## config.mk

```make
export PLATFORM = sky130hd
export DESIGN_NAME = dma_xlate_walker
export DESIGN_NICKNAME = d
export VERILOG_FILES = /design/src/rtl/dmx_pkg.sv /design/src/rtl/dmx_idx_sel.sv /design/src/rtl/dmx_pte_check.sv /design/src/rtl/dmx_walk_ctrl.sv /design/src/rtl/dma_xlate_walker.sv
export SDC_FILE = /design/constraint.sdc
export NUM_CORES = 1
export LEC_CHECK = 0
export BUFFER_PORTS_ARGS = -buffer_cell sky130_fd_sc_hd__buf_2
export CAP_MARGIN = 20
export CORE_ASPECT_RATIO = 1.2
export CORE_UTILIZATION = 50
export DETAILED_ROUTE_END_ITERATION = 7
export GPL_ROUTABILITY_DRIVEN = 0
export PLACE_DENSITY = 0.86
export SYNTH_ARGS = -nofsm -noshare
export SYNTH_HDL_FRONTEND = slang
export SYNTH_HIERARCHICAL = 1
export SYNTH_SLANG_ARGS = --single-unit
```

## constraint.sdc

```tcl
create_clock -name clk_i -period 24.7 [get_ports clk_i]
set_clock_uncertainty 0.15 [all_clocks]
set_input_delay 7.41 -clock clk_i [delete_from_list [all_inputs] [get_ports clk_i]]
set_output_delay 7.41 -clock clk_i [all_outputs]
set_load 0.02 [all_outputs]
```

## src/rtl/dmx_pkg.sv

```systemverilog
package dmx_pkg;
  typedef enum logic [2:0] {
    ST_IDLE, ST_CTX_LO, ST_CTX_HI, ST_WALK, ST_DONE
  } walk_st_e;

  typedef enum logic [2:0] {
    RSN_NONE        = 3'd0,
    RSN_CTX_ABSENT  = 3'd1,
    RSN_BAD_WIDTH   = 3'd2,
    RSN_NONCANON    = 3'd3,
    RSN_NOT_PRESENT = 3'd4,
    RSN_WR_DENY     = 3'd5,
    RSN_RD_DENY     = 3'd6
  } rsn_e;

  localparam int unsigned PTE_R_BIT    = 0;
  localparam int unsigned PTE_W_BIT    = 1;
  localparam int unsigned PTE_SNP_BIT  = 11;
  localparam int unsigned CTX_P_BIT    = 0;
  localparam int unsigned CTX_AW_LSB   = 0;
  localparam int unsigned CTX_AW_W     = 3;
  localparam int unsigned CTX_DID_LSB  = 8;
  localparam logic [2:0]  AW_FOUR_LVL  = 3'd2;
endpackage

```

## src/rtl/dmx_idx_sel.sv

```systemverilog
module dmx_idx_sel #(
  parameter int VA_W  = 64,
  parameter int OFF_W = 12,
  parameter int IDX_W = 9,
  parameter int LVL_N = 4,
  localparam int LVL_W = $clog2(LVL_N),
  localparam int TOP_W = OFF_W + LVL_N * IDX_W
) (
  input  logic [VA_W-1:OFF_W] va_i,
  input  logic [LVL_W-1:0]    lvl_i,
  output logic [IDX_W-1:0]    idx_o,
  output logic                noncanon_o
);
  logic [IDX_W-1:0] idx_arr [LVL_N];

  for (genvar g = 0; g < LVL_N; g++) begin : g_lvl
    assign idx_arr[g] = va_i[OFF_W + g*IDX_W +: IDX_W];
  end

  assign idx_o      = idx_arr[lvl_i];
  assign noncanon_o = |va_i[VA_W-1:TOP_W];
endmodule

```

## src/rtl/dmx_pte_check.sv

```systemverilog
module dmx_pte_check
  import dmx_pkg::*;
(
  input  logic [1:0] rw_i,
  input  logic       wr_i,
  output logic       fault_o,
  output rsn_e       rsn_o
);
  always_comb begin
    fault_o = 1'b1;
    rsn_o   = RSN_NONE;
    if (rw_i == 2'b00)                   rsn_o = RSN_NOT_PRESENT;
    else if (wr_i && !rw_i[PTE_W_BIT])   rsn_o = RSN_WR_DENY;
    else if (!wr_i && !rw_i[PTE_R_BIT])  rsn_o = RSN_RD_DENY;
    else                                 fault_o = 1'b0;
  end
endmodule

```

## src/rtl/dmx_walk_ctrl.sv

```systemverilog
module dmx_walk_ctrl
  import dmx_pkg::*;
#(
  parameter int LVL_N = 4,
  localparam int LVL_W = $clog2(LVL_N)
) (
  input  logic             clk_i,
  input  logic             rst_ni,
  input  logic             req_fire_i,
  input  logic             noncanon_i,
  input  logic             ack_i,
  input  logic             ctx_present_i,
  input  logic             width_ok_i,
  input  logic             pte_fault_i,
  input  logic             rsp_fire_i,
  output walk_st_e         state_o,
  output logic [LVL_W-1:0] lvl_o,
  output logic             last_lvl_o
);
  walk_st_e         st_q, st_d;
  logic [LVL_W-1:0] lvl_q, lvl_d;

  assign last_lvl_o = (lvl_q == '0);

  always_comb begin
    st_d  = st_q;
    lvl_d = lvl_q;
    unique case (st_q)
      ST_IDLE:   if (req_fire_i) st_d = noncanon_i ? ST_DONE : ST_CTX_LO;
      ST_CTX_LO: if (ack_i) st_d = ctx_present_i ? ST_CTX_HI : ST_DONE;
      ST_CTX_HI: if (ack_i) begin
        st_d  = width_ok_i ? ST_WALK : ST_DONE;
        lvl_d = LVL_W'(LVL_N - 1);
      end
      ST_WALK:   if (ack_i) begin
        if (pte_fault_i || last_lvl_o) st_d = ST_DONE;
        else                           lvl_d = lvl_q - 1'b1;
      end
      ST_DONE:   if (rsp_fire_i) st_d = ST_IDLE;
      default:   st_d = ST_IDLE;
    endcase
  end

  always_ff @(posedge clk_i or negedge rst_ni) begin
    if (!rst_ni) begin
      st_q  <= ST_IDLE;
      lvl_q <= '0;
    end else begin
      st_q  <= st_d;
      lvl_q <= lvl_d;
    end
  end

  assign state_o = st_q;
  assign lvl_o   = lvl_q;
endmodule

```

## src/rtl/dma_xlate_walker.sv

```systemverilog
module dma_xlate_walker
  import dmx_pkg::*;
#(
  parameter int PA_W  = 48,
  parameter int VA_W  = 64,
  parameter int RID_W = 16,
  parameter int DID_W = 16,
  parameter int LVL_N = 4,
  parameter int IDX_W = 9,
  parameter int OFF_W = 12,
  localparam int LVL_W = $clog2(LVL_N),
  localparam int PFN_W = PA_W - OFF_W,
  localparam int CTX_SH = 4
) (
  input  logic             clk_i,
  input  logic             rst_ni,
  input  logic [PA_W-1:0]  ctx_base_i,
  input  logic             req_valid_i,
  output logic             req_ready_o,
  input  logic [RID_W-1:0] req_rid_i,
  input  logic [VA_W-1:0]  req_addr_i,
  input  logic             req_write_i,
  output logic             mem_req_o,
  output logic [PA_W-1:0]  mem_addr_o,
  input  logic             mem_ack_i,
  input  logic [63:0]      mem_rdata_i,
  output logic             rsp_valid_o,
  input  logic             rsp_ready_i,
  output logic             rsp_fault_o,
  output logic [2:0]       rsp_reason_o,
  output logic [PA_W-1:0]  rsp_pa_o,
  output logic             rsp_snoop_o,
  output logic [DID_W-1:0] rsp_did_o,
  output logic [RID_W-1:0] rsp_rid_o,
  output logic [VA_W-1:0]  rsp_addr_o,
  output logic             rsp_write_o
);
  walk_st_e         state;
  logic [LVL_W-1:0] lvl;
  logic             last_lvl;

  logic [RID_W-1:0] rid_q;
  logic [VA_W-1:0]  va_q;
  logic             wr_q;
  logic [PFN_W-1:0] tbl_q;
  logic             fault_q;
  rsn_e             rsn_q;
  logic [PA_W-1:0]  pa_q;
  logic             snp_q;
  logic [DID_W-1:0] did_q;

  logic             req_fire, rsp_fire, ack;
  logic             noncanon_new, noncanon_unused;
  logic [IDX_W-1:0] idx, idx_unused;
  logic             pte_fault;
  rsn_e             pte_rsn;
  logic             ctx_present, width_ok;
  logic [PA_W-1:0]  ctx_lo_addr;
  logic             unused_bits;

  assign req_ready_o = (state == ST_IDLE);
  assign rsp_valid_o = (state == ST_DONE);
  assign mem_req_o   = (state == ST_CTX_LO) || (state == ST_CTX_HI) || (state == ST_WALK);
  assign req_fire    = req_valid_i && req_ready_o;
  assign rsp_fire    = rsp_valid_o && rsp_ready_i;
  assign ack         = mem_req_o && mem_ack_i;

  assign ctx_present = mem_rdata_i[CTX_P_BIT];
  assign width_ok    = (mem_rdata_i[CTX_AW_LSB +: CTX_AW_W] == AW_FOUR_LVL);
  assign unused_bits = ^{mem_rdata_i[63:PA_W], mem_rdata_i[CTX_DID_LSB-1:CTX_AW_W]};

  // incoming address: canonical check at acceptance
  dmx_idx_sel #(.VA_W(VA_W), .OFF_W(OFF_W), .IDX_W(IDX_W), .LVL_N(LVL_N)) u_idx_new (
    .va_i       (req_addr_i[VA_W-1:OFF_W]),
    .lvl_i      ('0),
    .idx_o      (idx_unused),
    .noncanon_o (noncanon_new)
  );

  // held address: index for the current level
  dmx_idx_sel #(.VA_W(VA_W), .OFF_W(OFF_W), .IDX_W(IDX_W), .LVL_N(LVL_N)) u_idx_walk (
    .va_i       (va_q[VA_W-1:OFF_W]),
    .lvl_i      (lvl),
    .idx_o      (idx),
    .noncanon_o (noncanon_unused)
  );

  dmx_pte_check u_pte (
    .rw_i    (mem_rdata_i[PTE_W_BIT:PTE_R_BIT]),
    .wr_i    (wr_q),
    .fault_o (pte_fault),
    .rsn_o   (pte_rsn)
  );

  dmx_walk_ctrl #(.LVL_N(LVL_N)) u_ctrl (
    .clk_i         (clk_i),
    .rst_ni        (rst_ni),
    .req_fire_i    (req_fire),
    .noncanon_i    (noncanon_new),
    .ack_i         (ack),
    .ctx_present_i (ctx_present),
    .width_ok_i    (width_ok),
    .pte_fault_i   (pte_fault),
    .rsp_fire_i    (rsp_fire),
    .state_o       (state),
    .lvl_o         (lvl),
    .last_lvl_o    (last_lvl)
  );

  assign ctx_lo_addr = ctx_base_i + {{(PA_W-RID_W-CTX_SH){1'b0}}, rid_q, {CTX_SH{1'b0}}};

  always_comb begin
    unique case (state)
      ST_CTX_LO: mem_addr_o = ctx_lo_addr;
      ST_CTX_HI: mem_addr_o = ctx_lo_addr + PA_W'(8);
      ST_WALK:   mem_addr_o = {tbl_q, idx, 3'b000};
      default:   mem_addr_o = '0;
    endcase
  end

  always_ff @(posedge clk_i or negedge rst_ni) begin
    if (!rst_ni) begin
      rid_q   <= '0;
      va_q    <= '0;
      wr_q    <= 1'b0;
      tbl_q   <= '0;
      fault_q <= 1'b0;
      rsn_q   <= RSN_NONE;
      pa_q    <= '0;
      snp_q   <= 1'b0;
      did_q   <= '0;
    end else begin
      if (req_fire) begin
        rid_q   <= req_rid_i;
        va_q    <= req_addr_i;
        wr_q    <= req_write_i;
        fault_q <= noncanon_new;
        rsn_q   <= noncanon_new ? RSN_NONCANON : RSN_NONE;
        pa_q    <= '0;
        snp_q   <= 1'b0;
        did_q   <= '0;
      end
      if (ack) begin
        unique case (state)
          ST_CTX_LO: begin
            tbl_q <= mem_rdata_i[PA_W-1:OFF_W];
            if (!ctx_present) begin
              fault_q <= 1'b1;
              rsn_q   <= RSN_CTX_ABSENT;
            end
          end
          ST_CTX_HI: begin
            did_q <= mem_rdata_i[CTX_DID_LSB +: DID_W];
            if (!width_ok) begin
              fault_q <= 1'b1;
              rsn_q   <= RSN_BAD_WIDTH;
            end
          end
          ST_WALK: begin
            if (pte_fault) begin
              fault_q <= 1'b1;
              rsn_q   <= pte_rsn;
            end else begin
              tbl_q <= mem_rdata_i[PA_W-1:OFF_W];
              if (last_lvl) begin
                pa_q  <= {mem_rdata_i[PA_W-1:OFF_W], va_q[OFF_W-1:0]};
                snp_q <= mem_rdata_i[PTE_SNP_BIT];
              end
            end
          end
          default: ;
        endcase
      end
    end
  end

  assign rsp_fault_o  = fault_q;
  assign rsp_reason_o = rsn_q;
  assign rsp_pa_o     = pa_q;
  assign rsp_snoop_o  = snp_q;
  assign rsp_did_o    = did_q;
  assign rsp_rid_o    = rid_q;
  assign rsp_addr_o   = va_q;
  assign rsp_write_o  = wr_q;
endmodule

```

==> flow_summary.html, run 1 <==
<table>
<tr><th>Metric</th><th>Value</th></tr>
<tr><th colspan="2">Outcome</th></tr>
<tr><td>Result of the run</td><td>completed</td></tr>
<tr><th colspan="2">Routing</th></tr>
<tr><td>Total wire length</td><td>38800 µm</td></tr>
<tr><td>Post-DRT Antenna Nets</td><td>0</td></tr>
<tr><td>Detailed-route DRC error count</td><td>0</td></tr>
<tr><td>Count of TritonRoute iterations in the first routing pass</td><td>5</td></tr>
<tr><td>Violation count after the first detailed-route iteration</td><td>842</td></tr>
<tr><td>Number of vias in the routed layout</td><td>11900</td></tr>
<tr><td>Post-DR vias/cell</td><td>5.78</td></tr>
<tr><td>Routed len/inst</td><td>18.8 µm</td></tr>
<tr><th colspan="2">Synthesis</th></tr>
<tr><td>Post-Syn Area</td><td>11900 µm²</td></tr>
<tr><td>Mean instance size in the synthesized netlist</td><td>8.43 µm²</td></tr>
<tr><td>Gate count of the mapped netlist</td><td>1410</td></tr>
<tr><td>Number of warnings issued by yosys</td><td>6</td></tr>
<tr><td>Net count of the mapped netlist</td><td>1627</td></tr>
<tr><th colspan="2">STA</th></tr>
<tr><td>Final Max Slew Viols</td><td>0</td></tr>
<tr><td>Final Hold Viols</td><td>0</td></tr>
<tr><td>Transition at the pin with the smallest max-transition slack</td><td>1140 ps</td></tr>
<tr><td>Count of endpoints failing setup in the final report</td><td>0</td></tr>
<tr><td>Worst slew slack as a fraction of its limit</td><td>24.1%</td></tr>
<tr><td>Unrepaired setup endpoints after global routing</td><td>false</td></tr>
<tr><td>Sum of negative setup slack</td><td>0 ps</td></tr>
<tr><td>Timing-limited maximum frequency</td><td>0.0516 GHz</td></tr>
<tr><td>Post-layout min period</td><td>19380 ps</td></tr>
<tr><td>Final period utilization</td><td>78.5%</td></tr>
<tr><th colspan="2">Setup path</th></tr>
<tr><td>Launching element type of the critical path</td><td>input port</td></tr>
<tr><td>Depth of the worst register-to-register path</td><td>7</td></tr>
<tr><td>Critical Path, Cell by Cell</td><td>buf_2 &gt; ha_1 &gt; a211oi_2 &gt; o21ai_4 &gt; o2111ai_1 &gt; a21boi_0 &gt; xnor2_1 &gt; nor4_4 &gt; nand3_1 &gt; nor4b_2 &gt; mux2i_1 &gt; o21ai_0 &gt; buf_2</td></tr>
<tr><td>Slowest cell on crit path</td><td>o2111ai_1</td></tr>
<tr><td>WP data arrival</td><td>11820 ps</td></tr>
<tr><td>Worst stage delay on the critical path</td><td>920 ps</td></tr>
<tr><td>Setup crit end kind</td><td>output pin</td></tr>
<tr><td>Required time of the critical path</td><td>17140 ps</td></tr>
<tr><td>Register-to-register setup slack</td><td>20760 ps</td></tr>
<tr><td>Top fanout value on the critical path</td><td>12</td></tr>
<tr><td>Critical path class</td><td>in -&gt; out</td></tr>
<tr><td>Terminus of the critical flop-to-flop path</td><td>tbl_q[25]$_DFFE_PN0P_</td></tr>
<tr><td>Launching point of the worst reg2reg path</td><td>u_ctrl/state_o[0]$_DFFE_PN0P_</td></tr>
<tr><td>Most used cell, CP</td><td>buf_2</td></tr>
<tr><th colspan="2">Global route</th></tr>
<tr><td>Global Route met2 Usage</td><td>55.7%</td></tr>
<tr><td>Busiest layer in global routing</td><td>met2</td></tr>
<tr><td>GR met1 Demand/Resource</td><td>36.0%</td></tr>
<tr><td>Wire length of the first global-routing pass</td><td>59600 µm</td></tr>
<tr><td>Number of antenna violations at the first check in global routing</td><td>3</td></tr>
<tr><td>Grt met3 use</td><td>6.49%</td></tr>
<tr><td>Pin count of the biggest net entering global routing</td><td>131</td></tr>
<tr><td>GRT Util Overall</td><td>31.8%</td></tr>
<tr><td>Via count of the first global-routing pass</td><td>11300</td></tr>
<tr><td>Overflow left after global routing</td><td>0</td></tr>
<tr><th colspan="2">Min path</th></tr>
<tr><td>Hold Path Class</td><td>reg -&gt; reg</td></tr>
<tr><td>Min-Delay Path Depth</td><td>2</td></tr>
<tr><td>Beginning of the worst hold path</td><td>rsp_addr_o[61]$_DFFE_PN0P_</td></tr>
<tr><td>Worst Hold Endpoint</td><td>rsp_addr_o[61]$_DFFE_PN0P_</td></tr>
<tr><th colspan="2">Placed design</th></tr>
<tr><td>Post-detailed-placement half-perimeter wirelength</td><td>29000 µm</td></tr>
<tr><td>PortBufs</td><td>377</td></tr>
<tr><th colspan="2">Clock network</th></tr>
<tr><td>Deepest clock path buffer count</td><td>2</td></tr>
<tr><td>Register clock-pin slew on the reported worst setup and hold paths</td><td>80 ps</td></tr>
<tr><td>CTS Root Buffer Type</td><td>clkbuf_16</td></tr>
<tr><td>Number of buffers inserted by post-CTS setup repair</td><td>0</td></tr>
<tr><td>Number of gates resized after cts</td><td>0</td></tr>
<tr><td>Clock tree from TritonCTS</td><td>yes</td></tr>
<tr><td>Clock Latency Late Sink</td><td>450 ps</td></tr>
<tr><td>Number of clock buffers inserted by TritonCTS</td><td>17</td></tr>
<tr><td>Hold_buf cts</td><td>0</td></tr>
<tr><td>CTS H-tree depth</td><td>4</td></tr>
<tr><td>Clock Sink Count</td><td>191</td></tr>
<tr><th colspan="2">Layout</th></tr>
<tr><td>Nets</td><td>1944</td></tr>
<tr><td>Most used cells in the layout excluding fill and tap cells</td><td>450 x nand2_1, 376 x buf_2, 190 x dfrtp_1, 103 x o21ai_0, 68 x nor2_1</td></tr>
<tr><td>Layout cell share with drive strength beyond 1</td><td>30.3%</td></tr>
<tr><td>Most common cell after layout, fill and taps aside</td><td>nand2_1</td></tr>
<tr><td>Synth-to-Final Area Change</td><td>21.9%</td></tr>
<tr><th colspan="2">Floorplan</th></tr>
<tr><td>Core footprint</td><td>23300 µm²</td></tr>
<tr><td>Floorplan die width</td><td>143 µm</td></tr>
<tr><td>Number of rows created at floorplan</td><td>61</td></tr>
<tr><td>Area enclosed by the die boundary</td><td>24400 µm²</td></tr>
<tr><td>Top-level I/O count</td><td>399</td></tr>
<tr><td>Initial core utilization</td><td>51.1%</td></tr>
<tr><td>Die Ht</td><td>171 µm</td></tr>
<tr><th colspan="2">Power and ir drop</th></tr>
<tr><td>Static leakage power</td><td>0.00712 µW</td></tr>
<tr><td>Total power draw</td><td>1360 µW</td></tr>
<tr><td>IR drop worst, VDD</td><td>0.0897 mV</td></tr>
<tr><td>Power per unit of standard cell area</td><td>93.9 nW/µm²</td></tr>
<tr><th colspan="2">Run</th></tr>
<tr><td>Number of maximum-capacitance constraint violations</td><td>0</td></tr>
</table>
-- area by class of cell --
cell class                      instances  area, µm²
Fill cell                            1983       8790
Multi-Input combinational cell       1116       6660
Sequential cell                       191       4780
Timing Repair Buffer                  388       1990
Clock buffer                           19        443
Tap cell                              315        394
Clock inverter                         13        165
Inverter                               13       48.8
Antenna cell                            4       10.0
-- critical path: cells and delay by family --
kind,cells,cell delay (ps)
buffers and inverters,2,300
AND/OR/NAND/NOR,3,1340
adder cells (fa/ha/maj),1,300
multiplexers,1,230
XOR/XNOR,1,320
AO/OA/AOI/OAI,5,1910
-- worst max path at each step --
| stage | from | end | slack, ps | depth (start not counted) |
|---|---|---|---|---|
| floorplan | ctx_base_i[4] | mem_addr_o[44] | 6320 | 13 |
| global placement | ctx_base_i[5] | mem_addr_o[35] | 5650 | 13 |
| detailed placement | ctx_base_i[5] | mem_addr_o[46] | 5560 | 13 |
| CTS | ctx_base_i[5] | mem_addr_o[35] | 5520 | 13 |
| global route | ctx_base_i[5] | mem_addr_o[44] | 5170 | 13 |
| finish | ctx_base_i[5] | mem_addr_o[35] | 5320 | 13 |
-- metal layers --
metal | share of wire, % | vias up
met2 | 50 | 600
met5 | 0 | -
li1 | - | 5514
met1 | 37 | 5676
met3 | 7.7 | 116
met4 | 5.1 | 0
-- sequential cells by signal, summed over array words and instances (netlist names) --
signal	flops
rsp_addr_o	64
rsp_fault_o	1
tbl_q	36
rsp_pa_o	48
rsp_rid_o	16
rsp_did_o	16
u_ctrl/state_o	3
rsp_reason_o	3
rsp_snoop_o	1
u_ctrl/lvl_o	2
rsp_write_o	1
-- per-stage QoR --
stage / area, µm² / utilization (%) / std cells / setup slack (ps) / hold slack (ps)
floorplan: 11900 / - / 1410 / 6320 / 322
global placement: 13800 / 59.5 / 2021 / 5650 / 305
detailed placement: 13800 / 59.5 / 2021 / 5560 / 309
CTS: 14500 / 62.1 / 2053 / 5520 / 331
global route: 14500 / 62.2 / 2058 / 5170 / 354
finish: 14500 / 62.2 / 2059 / 5320 / 325
-- report_power, final --
group	internal [µW]	total, µW	switching [µW]
logic	213	638	426
clock network	148	285	137
registers	379	437	57.3
total	740	1360	619
No activity file was read; power rests on OpenSTA's default activity.
==> run 2, diff against run 1 <==
--- a/config.mk
+++ b/config.mk
@@ -5,13 +5,14 @@
 export SDC_FILE = /design/constraint.sdc
 export NUM_CORES = 1
 export LEC_CHECK = 0
+export ABC_AREA = 1
 export BUFFER_PORTS_ARGS = -buffer_cell sky130_fd_sc_hd__buf_2
 export CAP_MARGIN = 20
 export CORE_ASPECT_RATIO = 1.2
 export CORE_UTILIZATION = 50
 export DETAILED_ROUTE_END_ITERATION = 7
 export GPL_ROUTABILITY_DRIVEN = 0
-export PLACE_DENSITY = 0.86
+export PLACE_DENSITY = 0.85
 export SYNTH_ARGS = -nofsm -noshare
 export SYNTH_HDL_FRONTEND = slang
 export SYNTH_HIERARCHICAL = 1
==> constraint.sdc (replaced) <==
create_clock -name clk_i -period 20 [get_ports clk_i]
set_clock_uncertainty 0.15 [all_clocks]
set_input_delay 6 -clock clk_i [delete_from_list [all_inputs] [get_ports clk_i]]
set_output_delay 6 -clock clk_i [all_outputs]
set_load 0.02 [all_outputs]
==> run 2 against run 1 <==
Power grew 31%; largest cell class unchanged; critical endpoint is now mem_addr_o[45]; largest power group unchanged; combinational power grew 34%; critical path depth up 2; final area grew 9.9%; critical path type unchanged.
==> flow_summary.html, run 2 <==
<table>
<tr><th>Metric</th><th>Value</th></tr>
<tr><th colspan="2">Layout</th></tr>
<tr><td>Most used cells in the layout excluding fill and tap cells</td><td>820 x nand2_1, 376 x buf_2, 234 x inv_1, 191 x dfrtp_1, 177 x nand3_1</td></tr>
<tr><td>Synth-to-Final Area Change</td><td>21.0%</td></tr>
<tr><td>Layout cell share with drive strength beyond 1</td><td>24.0%</td></tr>
<tr><td>Most common cell after layout, fill and taps aside</td><td>nand2_1</td></tr>
<tr><td>Largest register FFs</td><td>64</td></tr>
<tr><td>Final std cells w/o fill</td><td>2685</td></tr>
<tr><td>Nets</td><td>2558</td></tr>
<tr><th colspan="2">Clock network</th></tr>
<tr><td>Number of buffers inserted by post-CTS setup repair</td><td>0</td></tr>
<tr><td>Number of gates resized after cts</td><td>0</td></tr>
<tr><td>Register clock-pin slew on the reported worst setup and hold paths</td><td>70 ps</td></tr>
<tr><td>CTS H-tree depth</td><td>4</td></tr>
<tr><td>Clock Latency Late Sink</td><td>450 ps</td></tr>
<tr><td>Clock tree from TritonCTS</td><td>yes</td></tr>
<tr><td>Number of clock buffers inserted by TritonCTS</td><td>17</td></tr>
<tr><td>Deepest clock path buffer count</td><td>2</td></tr>
<tr><td>Hold_buf cts</td><td>0</td></tr>
<tr><td>CTS Root Buffer Type</td><td>clkbuf_16</td></tr>
<tr><td>Clock Sink Count</td><td>191</td></tr>
<tr><th colspan="2">Setup path</th></tr>
<tr><td>Launching element type of the critical path</td><td>input port</td></tr>
<tr><td>Depth of the worst register-to-register path</td><td>10</td></tr>
<tr><td>Setup crit end kind</td><td>output pin</td></tr>
<tr><td>Sum of buffers and inverters on the critical path</td><td>3</td></tr>
<tr><td>Slowest cell on crit path</td><td>nor4b_1</td></tr>
<tr><td>Top fanout value on the critical path</td><td>5</td></tr>
<tr><td>Register-to-register setup slack</td><td>16330 ps</td></tr>
<tr><td>Critical path class</td><td>in -&gt; out</td></tr>
<tr><td>Count of cell instances traversed by the critical path</td><td>15</td></tr>
<tr><td>WP data arrival</td><td>9160 ps</td></tr>
<tr><td>Category of cells accounting for the largest share of critical-path delay</td><td>simple AND/OR/NAND/NOR gates</td></tr>
<tr><td>Critical Path, Cell by Cell</td><td>buf_2 &gt; ha_1 &gt; fa_1 &gt; nand3_1 &gt; nand3_1 &gt; nand2_1 &gt; nand2_1 &gt; inv_1 &gt; nand4_1 &gt; nor4b_1 &gt; nand3_1 &gt; nand2_1 &gt; nand3_1 &gt; nand2_1 &gt; buf_2</td></tr>
<tr><td>Required time of the critical path</td><td>13850 ps</td></tr>
<tr><td>Worst stage delay on the critical path</td><td>850 ps</td></tr>
<tr><th colspan="2">STA</th></tr>
<tr><td>Post-layout min period</td><td>15310 ps</td></tr>
<tr><td>Final Hold Viols</td><td>0</td></tr>
<tr><td>Count of endpoints failing setup in the final report</td><td>0</td></tr>
<tr><td>Worst slew slack as a fraction of its limit</td><td>30.5%</td></tr>
<tr><td>Hold_ws</td><td>325 ps</td></tr>
<tr><td>Transition at the pin with the smallest max-transition slack</td><td>1030 ps</td></tr>
<tr><td>Final period utilization</td><td>76.6%</td></tr>
<tr><td>Timing-limited maximum frequency</td><td>0.0653 GHz</td></tr>
<tr><td>Final Max Slew Viols</td><td>0</td></tr>
<tr><td>Sum of negative setup slack</td><td>0 ps</td></tr>
<tr><td>Unrepaired setup endpoints after global routing</td><td>false</td></tr>
<tr><th colspan="2">Routing</th></tr>
<tr><td>Count of TritonRoute iterations in the first routing pass</td><td>7</td></tr>
<tr><td>Post-DR vias/cell</td><td>5.41</td></tr>
<tr><td>Violation count after the first detailed-route iteration</td><td>1081</td></tr>
<tr><td>Routed len/inst</td><td>16.1 µm</td></tr>
<tr><td>Number of vias in the routed layout</td><td>14500</td></tr>
<tr><td>Detailed-route DRC error count</td><td>0</td></tr>
<tr><td>Post-DRT Antenna Nets</td><td>0</td></tr>
<tr><td>Total wire length</td><td>43200 µm</td></tr>
<tr><th colspan="2">Power and ir drop</th></tr>
<tr><td>Power per unit of standard cell area</td><td>111 nW/µm²</td></tr>
<tr><td>Static leakage power</td><td>0.00932 µW</td></tr>
<tr><td>IR drop worst, VDD</td><td>0.102 mV</td></tr>
<tr><td>Total power draw</td><td>1780 µW</td></tr>
<tr><th colspan="2">Placed design</th></tr>
<tr><td>Count of placed standard cells including taps</td><td>2651</td></tr>
<tr><td>PortBufs</td><td>377</td></tr>
<tr><td>Post-detailed-placement half-perimeter wirelength</td><td>33600 µm</td></tr>
<tr><th colspan="2">Floorplan</th></tr>
<tr><td>Initial core utilization</td><td>51.2%</td></tr>
<tr><td>Floorplan die width</td><td>150 µm</td></tr>
<tr><td>Core footprint</td><td>25700 µm²</td></tr>
<tr><td>Top-level I/O count</td><td>399</td></tr>
<tr><td>Die Ht</td><td>180 µm</td></tr>
<tr><td>Area enclosed by the die boundary</td><td>27000 µm²</td></tr>
<tr><td>Number of rows created at floorplan</td><td>64</td></tr>
<tr><th colspan="2">Run</th></tr>
<tr><td>Number of maximum-capacitance constraint violations</td><td>0</td></tr>
<tr><th colspan="2">Synthesis</th></tr>
<tr><td>Mean instance size in the synthesized netlist</td><td>6.58 µm²</td></tr>
<tr><td>Gate count of the mapped netlist</td><td>2002</td></tr>
<tr><td>Number of warnings issued by yosys</td><td>6</td></tr>
<tr><td>Net count of the mapped netlist</td><td>2219</td></tr>
<tr><td>Post-Syn Area</td><td>13200 µm²</td></tr>
<tr><th colspan="2">Global route</th></tr>
<tr><td>Pin count of the biggest net entering global routing</td><td>120</td></tr>
<tr><td>Number of antenna violations at the first check in global routing</td><td>1</td></tr>
<tr><td>Via count of the first global-routing pass</td><td>13800</td></tr>
<tr><td>Wire length of the first global-routing pass</td><td>69300 µm</td></tr>
<tr><td>Overflow left after global routing</td><td>0</td></tr>
<tr><td>GRT Util Overall</td><td>32.7%</td></tr>
<tr><th colspan="2">Min path</th></tr>
<tr><td>Hold Path Class</td><td>reg -&gt; reg</td></tr>
<tr><td>Min-Delay Path Depth</td><td>2</td></tr>
<tr><th colspan="2">Outcome</th></tr>
<tr><td>Result of the run</td><td>completed</td></tr>
</table>
run 2: cell type report:
class,instances,area (µm²)
diodes,1,2.50
clock buffers,20,457
clock inverters,12,173
fillers,2285,9770
inverters,258,970
multi-input cells,1487,7160
flip-flops and latches,191,4780
well taps,330,413
repair buffers,386,1980
run 2: power breakdown:
group          internal [µW]  switching [µW]  leakage [µW]
sequential               478            79.9       0.00249
combinational            256             597       0.00653
clock                    207             158      0.000302
run 2: worst min-delay path: stages, from the launching register on:
cell,delay [ps]
dfrtp_1,340
nand2_1,50
nand2_1,50
run 2: per-stage QoR:
stage	util (%)	instance area, µm²	worst slack (ps)
2_1_floorplan	-	13200	5460
3_3_place_gp	59.4	15300	4890
3_5_place_dp	59.4	15300	4810
4_1_cts	61.9	15900	4790
5_1_grt	62.0	15900	4450
6_report	62.0	15900	4690
run 2: worst paths after layout:
path	startpoint	endpoint
setup / recovery	ctx_base_i[4]	mem_addr_o[45]
min in group asynchronous	rst_ni	rsp_pa_o[38]$_DFF_PN0_
hold / removal	rsp_addr_o[62]$_DFFE_PN0P_	rsp_addr_o[62]$_DFFE_PN0P_
setup reg to reg	u_ctrl/state_o[0]$_DFFE_PN0P_	rsp_pa_o[25]$_DFF_PN0_
max in group asynchronous	rst_ni	rsp_rid_o[11]$_DFFE_PN0P_
hold reg to reg	rsp_addr_o[62]$_DFFE_PN0P_	rsp_addr_o[62]$_DFFE_PN0P_
run 2: routing by layer:
metal	global-route usage (%)	routed length (µm)
met1	37.9	16200
met2	55.9	21000
met3	5.56	3290
met4	19.8	2630
met5	0	0
